$ cat src/rtl/tot_tdc_channel.sv
module tot_tdc_channel #(
  parameter int COARSE_W = 28,
  parameter int WIDTH_W  = 8,
  parameter int DROP_W   = 16
) (
  input  logic                  clk,
  input  logic                  rst,
  input  logic [3:0]            samp_i,
  input  logic                  rec_ready_i,
  output logic                  rec_valid_o,
  output logic [COARSE_W+1:0]   rec_time_o,
  output logic [WIDTH_W-1:0]    rec_width_o,
  output logic                  rec_ovf_o,
  output logic [DROP_W-1:0]     drop_cnt_o
);
  localparam int PH   = 4;
  localparam int FW   = 2;
  localparam int TS_W = COARSE_W + FW;
  localparam logic [WIDTH_W-1:0] WMAX = {WIDTH_W{1'b1}};

  typedef enum logic [1:0] {S_IDLE, S_HIGH, S_WAIT} st_t;

  logic [COARSE_W-1:0] coarse_q;
  st_t                 st_q, st_n;
  logic [TS_W-1:0]     lead_q, lead_n;
  logic [WIDTH_W-1:0]  w_q, w_n;

  logic                nrec, extra, done, dovf;
  logic [TS_W-1:0]     rts, t;
  logic [WIDTH_W-1:0]  rw, dw, wi;
  logic                rovf;

  always_comb begin
    st_n = st_q; lead_n = lead_q; w_n = w_q;
    nrec = 1'b0; extra = 1'b0;
    rts = '0; rw = '0; rovf = 1'b0;
    done = 1'b0; dw = '0; dovf = 1'b0; wi = '0; t = '0;
    for (int i = 0; i < PH; i++) begin
      done = 1'b0; dw = '0; dovf = 1'b0;
      t  = {coarse_q, FW'(i)};
      wi = w_n + 1'b1;
      case (st_n)
        S_IDLE: if (samp_i[i]) begin
          st_n = S_HIGH; lead_n = t; w_n = '0;
        end
        S_HIGH: begin
          if (!samp_i[i]) begin
            done = 1'b1; dw = wi; st_n = S_IDLE;
          end else if (wi == WMAX) begin
            done = 1'b1; dw = WMAX; dovf = 1'b1; st_n = S_WAIT;
          end else begin
            w_n = wi;
          end
        end
        default: if (!samp_i[i]) st_n = S_IDLE;
      endcase
      if (done) begin
        if (!nrec) begin
          nrec = 1'b1; rts = lead_n; rw = dw; rovf = dovf;
        end else begin
          extra = 1'b1;
        end
      end
    end
  end

  wire take = !rec_valid_o || rec_ready_i;

  always_ff @(posedge clk) begin
    if (rst) begin
      coarse_q    <= '0;
      st_q        <= S_IDLE;
      lead_q      <= '0;
      w_q         <= '0;
      rec_valid_o <= 1'b0;
      rec_time_o  <= '0;
      rec_width_o <= '0;
      rec_ovf_o   <= 1'b0;
      drop_cnt_o  <= '0;
    end else begin
      coarse_q <= coarse_q + 1'b1;
      st_q     <= st_n;
      lead_q   <= lead_n;
      w_q      <= w_n;
      if (take) begin
        rec_valid_o <= nrec;
        if (nrec) begin
          rec_time_o  <= rts;
          rec_width_o <= rw;
          rec_ovf_o   <= rovf;
        end
      end
      drop_cnt_o <= drop_cnt_o + DROP_W'(extra) + DROP_W'(nrec && !take);
    end
  end
endmodule

$ cat config.mk
export PLATFORM = sky130hd
export DESIGN_NAME = tot_tdc_channel
export DESIGN_NICKNAME = d
export VERILOG_FILES = /design/src/rtl/tot_tdc_channel.sv
export SDC_FILE = /design/constraint.sdc
export NUM_CORES = 1
export LEC_CHECK = 0
export BUFFER_PORTS_ARGS = -buffer_cell sky130_fd_sc_hd__buf_2
export CAP_MARGIN = 40
export CORE_UTILIZATION = 58
export DETAILED_ROUTE_END_ITERATION = 16
export PLACE_DENSITY_LB_ADDON = 0.2
export SYNTH_ARGS = -nofsm -noshare
export SYNTH_HDL_FRONTEND = slang
export SYNTH_SLANG_ARGS = --single-unit
$ cat constraint.sdc
create_clock -name clk -period 15 [get_ports clk]
set_input_delay 2.25 -clock clk [delete_from_list [all_inputs] [get_ports clk]]
set_output_delay 2.25 -clock clk [all_outputs]
set_load 0.05 [all_outputs]
==> impl_metrics.yaml <==
run_status:
  status: "finished clean"
timing:
  fin_skew_ns: 0.0135
  setup_viol: 0
  rsz0062_at_grt: "no"
  tightest_slew_ns: 0.856
  fin_crit_sh_pct: 66.6
  maxSlewViolCount: 0
  hold_viol: 0
  min_period_ns: 9.99
  fin_setup_tns_ns: 0
  fmax_ghz: 0.100
  max-slew-margin-rel_pct: 42.5
floorplan:
  core-area_mm2: 0.0135
  die_w_um: 120
  row_count: 42
  fp.dieArea_mm2: 0.0145
  die_h_um: 120
  io-pin-count: 63
  start_util_pct: 60.3
detailed_routing:
  post-route-drc-count: 0
  viasPerCell: 6.49
  wl_per_cell_um: 18.7
  route.met3.wl_um: 1830
  ant_nets: 0
  wl_met1_um: 10800
  totalWireLength_um: 23800
  dr.pass1.iters: 8
  vias: 8251
  topRoutingLayerUsed: "met4"
  drtIter0Drc: 906
  met2_length_um: 10800
power:
  ir_drop_uv: 102
  p_leak_nw: 3.32
  power.density_mw_per_mm2: 104
  power_mw: 0.948
yosys:
  synth_cell_types: 93
  synth_nets: 1082
  synthTopCellsByCount: "124 x dfxtp_1, 119 x nand2_1, 104 x a21oi_1"
  synth.most_common_cell: "dfxtp_1"
  netlist_area_mm2: 0.00811
  syn_inst: 1064
  async_flop_share_pct: 0
  ys.flop_type: "dfxtp_1"
  avgSynthCellArea_um2: 7.62
  synthTopCellsByArea: "dfxtp_1 31%, a21oi_1 6.4%, nand2_1 5.5%, o21ai_0 4.6%, nor2_1 4.0%"
  synth-seq-area-share_pct: 30.6
  synth-warning-count: 0
  synth_edf_count: 0
  ys_ff_latch: 124
  netlist.area_leader.share_pct: 30.6
  netlist.top_cell.by_area: "dfxtp_1"
placed_design:
  dp_hpwl_um: 16300
  place_congestion: 0.954
  portBuffers: 62
clocking:
  insertion_delay_ns: 0.42
  cts_buffer_depth: 2
  cts.sink_count: 124
  cts-resized-gates: 0
  ctsHoldBuffers: 0
  cts_made_buffers: 17
  htreeDepth: 4
  clk_pin_slew_ns: 0.06
  postCtsSetupBuffers: 0
  cts_tree: "done"
  cts_root_buffer: "clkbuf_16"
min_path:
  worst_hold_path.num_cells: 2
  min_path_type: "reg2reg"
worst_setup_path:
  critPathMaxStageDelay_ns: 0.44
  cp_slowest_cell: "nor4_1"
  critPathArrivalTime_ns: 10.30
  cp_max_fo: 32
  critPathCaptureType: "flop"
  critPathKind: "in2reg"
  start_kind: "input port"
  reg2reg_depth: 35
  crit_top_cell: "ha_1"
  worstPathRequired_ns: 15.30
global_route:
  grt_max_degree: 68
  grt_antenna_before_repair: 0
  grt_pass1_wl_um: 38400
  grt_remaining_overflow: 0
  track_usage_pct: 33.5
  grt_pass1_vias: 7271
final_layout:
  antenna_cells: 0
  areaGrowthSynthToFinish_pct: 12.2
  drive_above_1_share_pct: 13.1
  final_nets: 1101
  fin_util_pct: 67.7
job:
  maxCapViolCount: 0
==> cell type report <==
type                            count  area [um2]
Sequential cell                   124        2480
Inverter                           16        60.1
Fill cell                        1187        4350
Clock buffer                       19         443
Tap cell                          176         220
Multi-Input combinational cell    848        5240
Clock inverter                     13         165
Timing Repair Buffer               76         495
==> per-stage QoR <==
| step | cells | setup WS (ns) | cell area [um2] | hold WS [ns] |
|---|---|---|---|---|
| after floorplan | 1064 | 5.96 | 8110 | 0.437 |
| after global placement | 1232 | 4.85 | 8350 | 0.446 |
| after detailed placement | 1240 | 4.79 | 8490 | 0.453 |
| after CTS | 1272 | 5.18 | 9100 | 0.459 |
| after global routing | 1272 | 4.40 | 9100 | 0.500 |
| final | 1272 | 5.01 | 9100 | 0.453 |
==> cell usage in the layout (no fill, tap or decap), types with 5 or more instances in the layout <==
cell       count
buf_4          7
o211ai_1      19
nor3_1        14
nor2b_1       12
clkbuf_16     17
a21oi_1      104
nand2_1      118
ha_1          10
inv_1         15
o22ai_1        7
xnor2_1       25
or2_2          7
xor2_1        34
and2_1        10
and3_1        47
o21ai_0       74
nand2b_1      13
nand4_1       33
or3_1          9
nand3_1       60
a21o_1         6
o2bb2a_1      27
mux2i_1        5
a31oi_1       13
nor2_1        86
a211oi_1       7
nand3b_1       6
a22oi_1        7
dfxtp_1      124
buf_2         63
==> where the power goes <==
part           internal [mW]  switching (mW)
Sequential             0.343          0.0109
Combinational         0.0457           0.126
Clock                  0.266           0.156
==> per-layer routing <==
metal,vias to the layer above,global-route usage [%]
li1,3922,-
met1,3886,47.1
met2,398,51.7
met3,45,6.70
met4,0,9.72
met5,-,0
==> worst max-delay path, delay by kind of cell <==
kind                       cells  cell delay [ns]
and+or+nand+nor               15             3.59
adders and majority gates      5             1.66
AOI/OAI and AO/OA              7             1.52
buffers and inverters          4             0.68
xor gates and xnor gates       2             0.55
==> cell families after synthesis <==
kind of cell / Yosys count / share of synthesized area [%]
muxes: 10 / 1.34
and+or+nand+nor: 441 / 27.2
AOI/OAI and AO/OA: 326 / 27.4
adders and majority gates: 11 / 1.79
buffers and inverters: 92 / 5.09
xor gates and xnor gates: 60 / 6.57
DFF: 124 / 30.6
==> registers in the layout, summed over array words and instances, names as in the netlist <==
| signal | count |
|---|---|
| lead_q | 30 |
| rec_time_o | 30 |
| coarse_q | 28 |
| drop_cnt_o | 16 |
| rec_width_o | 8 |
| w_q | 8 |
| st_q | 2 |
| rec_ovf_o | 1 |
| rec_valid_o | 1 |
==> path summary, 6_finish.rpt <==
| path | startpoint | to | slack (ns) |
|---|---|---|---|
| max reg2reg | w_q[1] | drop_cnt_o[4] | 5.92 |
| min | rec_width_o[6] | rec_width_o[6] | 0.45 |
| max | samp_i[0] | drop_cnt_o[4] | 5.01 |
| min reg2reg | rec_width_o[6] | rec_width_o[6] | 0.45 |
(Power assumes the default switching activity.)
